<file path="config.mk">
export PLATFORM = sky130hd
export DESIGN_NAME = pec_event_counter
export DESIGN_NICKNAME = d
export VERILOG_FILES = /design/src/rtl/pec_pkg.sv /design/src/rtl/pec_qualify.sv /design/src/rtl/pec_edge.sv /design/src/rtl/pec_accum.sv /design/src/rtl/pec_event_counter.sv
export SDC_FILE = /design/constraint.sdc
export NUM_CORES = 1
export LEC_CHECK = 0
export BUFFER_PORTS_ARGS = -buffer_cell sky130_fd_sc_hd__buf_2
export CORE_MARGIN = 10
export CORE_UTILIZATION = 52
export CTS_BUF_LIST = sky130_fd_sc_hd__clkbuf_8
export DETAILED_ROUTE_END_ITERATION = 8
export GPL_ROUTABILITY_DRIVEN = 0
export MAX_ROUTING_LAYER = met4
export PLACE_DENSITY = 0.83
export SYNTH_ARGS = -nofsm -noshare
export SYNTH_HDL_FRONTEND = slang
export SYNTH_SLANG_ARGS = --single-unit
</file>
<file path="constraint.sdc">
create_clock -name clk -period 8.6 [get_ports clk]
set_clock_uncertainty 0.05 [all_clocks]
set_input_delay 2.58 -clock clk [delete_from_list [all_inputs] [get_ports clk]]
set_output_delay 2.58 -clock clk [all_outputs]
set_load 0.01 [all_outputs]
</file>
<file path="src/rtl/pec_pkg.sv">
package pec_pkg;
  parameter int THR_W = 8;

  // Control word; bit 13 down to bit 0
  typedef struct packed {
    logic             enable;
    logic             any_thr;
    logic             edge_det;
    logic             invert;
    logic             krn_en;
    logic             usr_en;
    logic [THR_W-1:0] thresh;
  } pec_cfg_t;

  localparam int CFG_W = $bits(pec_cfg_t);
endpackage

</file>
<file path="src/rtl/pec_qualify.sv">
module pec_qualify
  import pec_pkg::*;
#(
  parameter int OCC_W = 8
) (
  input  pec_cfg_t         cfg,
  input  logic [OCC_W-1:0] occ,
  input  logic [OCC_W-1:0] sib,
  input  logic [1:0]       priv,
  output logic [OCC_W:0]   raw_amt,
  output logic             qual,
  output logic             raw_mode,
  output logic             bad_mode
);
  localparam int SUM_W = OCC_W + 1;

  logic             priv_ok;
  logic [SUM_W-1:0] total;
  logic [SUM_W-1:0] thr_ext;
  logic             meets;

  always_comb begin
    priv_ok  = (priv == 2'd0) ? cfg.krn_en : cfg.usr_en;
    total    = cfg.any_thr ? ({1'b0, occ} + {1'b0, sib}) : {1'b0, occ};
    thr_ext  = SUM_W'(cfg.thresh);
    meets    = (total >= thr_ext);
    qual     = priv_ok & (meets ^ cfg.invert);
    raw_amt  = priv_ok ? total : '0;
    raw_mode = (cfg.thresh == '0) & ~cfg.edge_det;
    bad_mode = (cfg.thresh == '0) &  cfg.edge_det;
  end
endmodule

</file>
<file path="src/rtl/pec_edge.sv">
module pec_edge (
  input  logic clk,
  input  logic rst_n,
  input  logic clear,
  input  logic step,
  input  logic qual,
  input  logic edge_en,
  output logic pulse
);
  logic prev_q;

  always_ff @(posedge clk) begin
    if (!rst_n)     prev_q <= 1'b0;
    else if (clear) prev_q <= 1'b0;
    else if (step)  prev_q <= qual;
  end

  assign pulse = step & qual & (~edge_en | ~prev_q);
endmodule

</file>
<file path="src/rtl/pec_accum.sv">
module pec_accum #(
  parameter int CNT_W = 48,
  parameter int INC_W = 9
) (
  input  logic             clk,
  input  logic             rst_n,
  input  logic             wr_en,
  input  logic [CNT_W-1:0] wr_data,
  input  logic [INC_W-1:0] inc,
  output logic [CNT_W-1:0] value,
  output logic             ovf
);
  logic [CNT_W:0] nxt;

  assign nxt = {1'b0, value} + (CNT_W+1)'(inc);

  always_ff @(posedge clk) begin
    if (!rst_n) begin
      value <= '0;
      ovf   <= 1'b0;
    end else if (wr_en) begin
      value <= wr_data;
      ovf   <= 1'b0;
    end else begin
      value <= nxt[CNT_W-1:0];
      if (nxt[CNT_W]) ovf <= 1'b1;
    end
  end
endmodule

</file>
<file path="src/rtl/pec_event_counter.sv">
module pec_event_counter
  import pec_pkg::*;
#(
  parameter int OCC_W = 8,
  parameter int CNT_W = 48
) (
  input  logic                     clk,
  input  logic                     rst_n,
  input  logic                     evt_valid,
  output logic                     evt_ready,
  input  logic [OCC_W-1:0]         evt_occ,
  input  logic [OCC_W-1:0]         sib_occ,
  input  logic [1:0]               priv_lvl,
  input  logic                     cfg_we,
  input  logic [pec_pkg::CFG_W-1:0] cfg_wdata,
  output logic [pec_pkg::CFG_W-1:0] cfg_rdata,
  input  logic                     cnt_we,
  input  logic [CNT_W-1:0]         cnt_wdata,
  output logic [CNT_W-1:0]         cnt_value,
  output logic                     ovf
);
  localparam int INC_W = OCC_W + 1;

  pec_cfg_t         cfg_q;
  logic [INC_W-1:0] raw_amt;
  logic             qual, raw_mode, bad_mode;
  logic             active, step, pulse, hist_clr;
  logic [INC_W-1:0] inc;

  always_ff @(posedge clk) begin
    if (!rst_n)      cfg_q <= '0;
    else if (cfg_we) cfg_q <= pec_cfg_t'(cfg_wdata);
  end

  assign cfg_rdata = cfg_q;
  assign evt_ready = 1'b1;

  pec_qualify #(.OCC_W(OCC_W)) u_qual (
    .cfg      (cfg_q),
    .occ      (evt_occ),
    .sib      (sib_occ),
    .priv     (priv_lvl),
    .raw_amt  (raw_amt),
    .qual     (qual),
    .raw_mode (raw_mode),
    .bad_mode (bad_mode)
  );

  assign active   = evt_valid & cfg_q.enable & ~cfg_we;
  assign step     = active & ~raw_mode & ~bad_mode;
  assign hist_clr = cfg_we | ~cfg_q.enable;

  pec_edge u_edge (
    .clk     (clk),
    .rst_n   (rst_n),
    .clear   (hist_clr),
    .step    (step),
    .qual    (qual),
    .edge_en (cfg_q.edge_det),
    .pulse   (pulse)
  );

  always_comb begin
    if (active && raw_mode) inc = raw_amt;
    else                    inc = INC_W'(pulse);
  end

  pec_accum #(.CNT_W(CNT_W), .INC_W(INC_W)) u_acc (
    .clk     (clk),
    .rst_n   (rst_n),
    .wr_en   (cnt_we),
    .wr_data (cnt_wdata),
    .inc     (inc),
    .value   (cnt_value),
    .ovf     (ovf)
  );
endmodule

</file>
After elaboration in Yosys (flattened, before gate mapping)
Index checks and enable logic that the tools add are counted.
{"block": "totals", "ff_bits": 64, "latchBits": 0, "ramBits": 0, "mem_bits_ro": 0, "inputBits": 85, "output_inout_bits": 64, "mem_count": 0}
{"block": "classes", "add_sub_neg": 2, "multipliers": 0, "div_mod_pow": 0, "order_cmp": 1, "eq_ne": 0, "shifts": 0, "mux": 5, "n_bitwise": 19, "n_reduce_logical": 5}
{"op": "48-bit by 9-bit adder with 49-bit output", "count": 1}
{"op": "48-bit two-way mux", "count": 1}
{"op": "9-bit two-way mux", "count": 3}
{"op": "8-bit by 8-bit adder with 9-bit output", "count": 1}
{"op": "1-bit bitwise AND", "count": 9}
{"op": "9-bit by 8-bit >= comparator with 1-bit output", "count": 1}
{"op": "8-bit zero test", "count": 1}
{"op": "1-bit inverter", "count": 7}
{"op": "2-bit OR reduction", "count": 2}
{"op": "2-bit zero test", "count": 1}
{"op": "1-bit bitwise OR", "count": 2}
{"op": "1-bit logical AND", "count": 1}
{"op": "1-bit two-way mux", "count": 1}
{"op": "1-bit bitwise XOR", "count": 1}

Logic depth before layout (Yosys ltp)
{"block": "depth", "depth_word": 10, "mapped_depth": 25, "mapped_depth_nobuf": 24}

Modules after synthesis
A second synthesis with hierarchy kept.
{"block": "unflattened", "hier_cells": 517, "hier_area_um2": 4351.7}
{"module": "pec_accum", "n_inst": 1, "cells_each": 353, "area_per_inst_um2": 2920.3, "seq_area_each_um2": 980.9}
{"module": "pec_qualify", "n_inst": 1, "cells_each": 99, "area_per_inst_um2": 742.0, "seq_area_each_um2": 0.0}
{"module": "pec_event_counter", "n_inst": 1, "cells_each": 60, "area_per_inst_um2": 638.1, "seq_area_each_um2": 280.3}
{"module": "pec_edge", "n_inst": 1, "cells_each": 5, "area_per_inst_um2": 51.3, "seq_area_each_um2": 20.0}

Worst setup path before layout
No wires, ideal clock.
{"block": "synth_timing", "path_kind": "input-to-reg", "start": "input port evt_occ[0]", "end": "register u_acc.value[32]", "t_arrival_ns": 6.821, "required_time_ns": 8.417, "slack_ns": 1.597, "cell_stages": 24, "path_buffers": 1, "path_cell_list": "ha_1 > inv_1 > fa_1 > nor2b_1 > o31a_1 > a211oi_1 > a21o_1 > ha_1 > a21o_1 > a211oi_1 > a21oi_1 > a21oi_1 > xor2_1 > a211oi_1 > ha_1 > fa_1 > a211oi_1 > o21bai_1 > a32oi_1 > nand2b_1 > buf_2 > nor3_1 > xnor2_1 > a21oi_1"}
{"block": "synth_between", "elab_chain_len": 10, "elab_cells_between_ends": 11, "classes_between": "2 x add/sub; 1 x order compare; 4 x mux; 4 x bitwise"}
{"element": "from (decl)", "line_no": "pec_event_counter.sv:11", "source": "input logic [OCC_W-1:0] evt_occ,"}
{"element": "8-bit by 8-bit adder with 9-bit output", "line_no": "pec_qualify.sv:24", "source": "total = cfg.any_thr ? ({1'b0, occ} + {1'b0, sib}) : {1'b0, occ};"}
{"element": "9-bit two-way mux *", "line_no": "pec_qualify.sv:24"}
{"element": "9-bit by 8-bit >= comparator with 1-bit output", "line_no": "pec_qualify.sv:26", "source": "meets = (total >= thr_ext);"}
{"element": "1-bit bitwise XOR", "line_no": "pec_qualify.sv:27", "source": "qual = priv_ok & (meets ^ cfg.invert);"}
{"element": "1-bit bitwise AND", "line_no": "pec_qualify.sv:27"}
{"element": "1-bit bitwise AND (2 in a row)", "line_no": "pec_edge.sv:18", "source": "assign pulse = step & qual & (~edge_en | ~prev_q);"}
{"element": "9-bit two-way mux *", "line_no": "pec_event_counter.sv:64", "source": "if (active && raw_mode) inc = raw_amt;"}
{"element": "48-bit by 9-bit adder with 49-bit output *", "line_no": "pec_accum.sv:15", "source": "assign nxt = {1'b0, value} + (CNT_W+1)'(inc);"}
{"element": "48-bit two-way mux *", "line_no": "pec_accum.sv:21", "source": "end else if (wr_en) begin"}
{"element": "to (signal assigned)", "line_no": "pec_accum.sv:22", "source": "value <= wr_data;"}
{"element": "to (signal assigned)", "line_no": "pec_accum.sv:25", "source": "value <= nxt[CNT_W-1:0];"}
{"element": "to (decl)", "line_no": "pec_accum.sv:10", "source": "output logic [CNT_W-1:0] value,"}
Mark *: on every way between the ends. The rest lies on a longest branch, timed or not.
A chain may end at the register's enable or synchronous reset.

Worst setup path in the final report
{"block": "layout_timing", "start": "input port evt_occ[0]", "end": "register u_acc.value[36]"}
The elaborated chain is that of the path after synthesis.

==> flow_summary.yaml <==
status:
  status: "completed"
routing:
  detail-route-antenna-nets: 0
  drtIter0Drc: 205
  vias_per_cell: 5.610
  wl_mm: 12.48
  wl_per_cell_um: 16.80
  drtPass1Iterations: 5
  via_count: 4168
  drc: 0
cts:
  cts_tree: "done"
  clk_path_buf_depth: 2
  path_clk_slew_ns: 0.07
  post_cts_buffers: 0
  insertion_delay_ns: 0.35
  cts_buffers: 9
  hold_buffers: 0
  post_cts_resized: 0
  cts.sinks: 64
  clk_root_buffer_cell: "clkbuf_8"
  cts_max_level: 3
worst_setup_path:
  critPathArrivalTime_ns: 7.73
  cp_common_cell: "a211oi_1"
  critPathLaunchType: "primary input"
  path_cells: "buf_2 > ha_1 > inv_1 > fa_1 > nor2b_1 > o31a_1 > a211oi_1 > a21o_1 > ha_1 > a21o_1 > a211oi_1 > a21oi_1 > a21oi_1 > xor2_1 > a211oi_1 > ha_1 > fa_1 > a211oi_1 > o21bai_1 > a32oi_1 > nand2b_1 > nor3_1 > xnor2_1 > a21oi_1"
  required_ns: 8.76
  path_class: "in2reg"
  crit_fanout: 8
  endpoint_kind: "flop"
  cp_slowest_cell: "a32oi_1"
  slowest_delay_ns: 0.55
logic_synthesis:
  ys.flop_type: "dfxtp_1"
  ys_warn_count: 0
  async_flop_share_pct: 0
  yosys.cell_types.count: 53
  synth_seq_cells: 64
  synth_edf_count: 0
  syn_area_per_cell_um2: 8.388
  syn-cell-area_um2: 4219
  yosysSeqAreaShare_pct: 30.37
  syn_inst: 503
  synth_nets: 615
die:
  std_cell_rows: 32
  coreArea_um2: 7807
  pin_count: 149
  initial_core_util_pct: 54.04
  dieHeight_um: 110.1
  die_w_um: 110.1
  die-area_um2: 12120
global_routing:
  antenna_found_initial: 1
  overflow: 0
  grt_usage_pct: 20.59
  grt_max_degree: 66
  first_global_vias: 4178
  grt_pass1_wl_mm: 19.75
pwr:
  pwr-share-clk_pct: 37.4
  p_comb_share_pct: 19.4
  p_sw_mw: 0.2174
  peakVddDrop_v: 0.00008903
  power_density_nw_per_um2: 150.5
  p_total_mw: 0.7815
  swShare_pct: 27.82
  p_leak_nw: 2.355
  p_int_mw: 0.5641
  pwr-share-seq_pct: 43.2
timing:
  tns_ns: 0
  timing.fmax_mhz: 132.1
  setup_viol: 0
  period_share_pct: 88.06
  relSlewSlack_pct: 32.96
  rsz0062_at_grt: "false"
  post-route-min-period_ns: 7.573
  worst_pin_slew_ns: 1.006
  hold_viol: 0
  finalMaxSlewViolations: 0
run:
  maxCapViolCount: 0
layout:
  nets: 748
  final_cell_mix: "147 x buf_2, 64 x dfxtp_1, 51 x o21ai_0"
  layout_commonest_cell: "buf_2"
  stdcell_count: 743
  syn2layout_area_growth_pct: 23.10
  drive_gt1_share_pct: 28.28
placement:
  dp_hpwl_mm: 9.513
  port_buffers: 147
  dpl.cell_count: 727
min_path:
  hp-class: "reg2reg"
per-stage QoR:
| step | setup WS (ns) | instance area, µm² | utilization [%] | hold WS (ns) |
|---|---|---|---|---|
| after detailed placement | 0.7363 | 4971 | 63.67 | 0.4123 |
| after CTS | 1.054 | 5191 | 66.49 | 0.4319 |
| after global routing | 0.6347 | 5194 | 66.52 | 0.4626 |
| final | 1.027 | 5194 | 66.52 | 0.4336 |
| after global placement | 1.085 | 4971 | 63.67 | 0.4130 |
| after floorplan | 1.597 | 4219 | - | 0.3985 |
cells by family (layout without fill, tap and decap cells):
logic type                 after synthesis  after routing  share of synthesized area [%]
and+or+nand+nor                        166            166                          22.81
AOI/OAI and AO/OA                      137            137                          19.90
DFF                                     64             64                          30.37
buffers and inverters                   44            181                          4.419
xor gates and xnor gates                43             43                          8.926
adders and majority gates               27             27                          8.363
muxes                                   21             21                          5.130
other                                    1              2                        0.08888
per-layer routing:
metal	vias up	track usage (%)	part of all wire, %
li1	2049	-	-
met4	0	7.993	2.2
met1	1957	24.39	42
met2	137	33.74	49
met5	-	-	0
met3	25	4.005	6.1
synth_stat cells (3+ instances only):
library cell | n | area (µm²)
and2_1 | 9 | 56.30
inv_1 | 18 | 67.56
o21bai_1 | 6 | 45.04
and3_1 | 7 | 43.79
ha_1 | 25 | 312.8
buf_4 | 3 | 22.52
nand2b_1 | 11 | 68.82
nand2_1 | 33 | 123.9
a21o_1 | 5 | 37.54
a21oi_1 | 42 | 210.2
a211oi_1 | 6 | 45.04
o21ai_0 | 51 | 255.2
mux2i_1 | 16 | 160.2
nor2b_1 | 26 | 162.7
o311a_1 | 6 | 60.06
nand4_1 | 5 | 31.28
dfxtp_1 | 64 | 1281
nor2_1 | 22 | 82.58
nor3_1 | 21 | 105.1
xor2_1 | 13 | 113.9
o211a_1 | 4 | 40.04
xnor2_1 | 30 | 262.8
mux2_2 | 5 | 56.30
nand3_1 | 14 | 70.07
clkbuf_1 | 18 | 67.56
o21a_1 | 6 | 45.04
registers in the layout, indices dropped and copies added (netlist names):
register and cells:
cfg_rdata 14, u_acc.ovf 1, u_acc.value 48, u_edge.prev_q 1
path summary, 6_finish.rpt:
path / start / depth (start not counted) / endpoint / slack [ns]
hold reg to reg: u_acc.ovf / 2 / u_acc.ovf / 0.43
setup reg to reg: cfg_rdata[12] / 19 / u_acc.value[36] / 3.54
hold / removal: u_acc.ovf / 2 / u_acc.ovf / 0.43
setup / recovery: evt_occ[0] / 24 / u_acc.value[36] / 1.03
power groups by stage:
stage,registers (mW),logic (mW),clock network (mW)
detailed placement,0.344,0.151,0
floorplan,0.348,0.0859,0
CTS,0.337,0.152,0.295
finish,0.338,0.151,0.292
global placement,0.342,0.146,0
global route,0.340,0.169,0.308
worst max-delay path: cells and delay by family:
kind            cells  cell delay, ns
buf+inv             2            0.16
xor+xnor            2            0.40
compound gates     12            2.29
simple gates        3            0.76
fa+ha+maj           5            1.55
final cells by class:
cell class | count | area (µm²)
Multi-Input combinational cell | 395 | 2751
Timing Repair Buffer | 148 | 743.2
Clock buffer | 11 | 151.4
Clock inverter | 4 | 68.82
Inverter | 18 | 67.56
Tap cell | 102 | 127.6
Antenna cell | 1 | 2.502
Sequential cell | 64 | 1281
Fill cell | 665 | 2614
No activity file was read; power rests on OpenSTA's default activity.
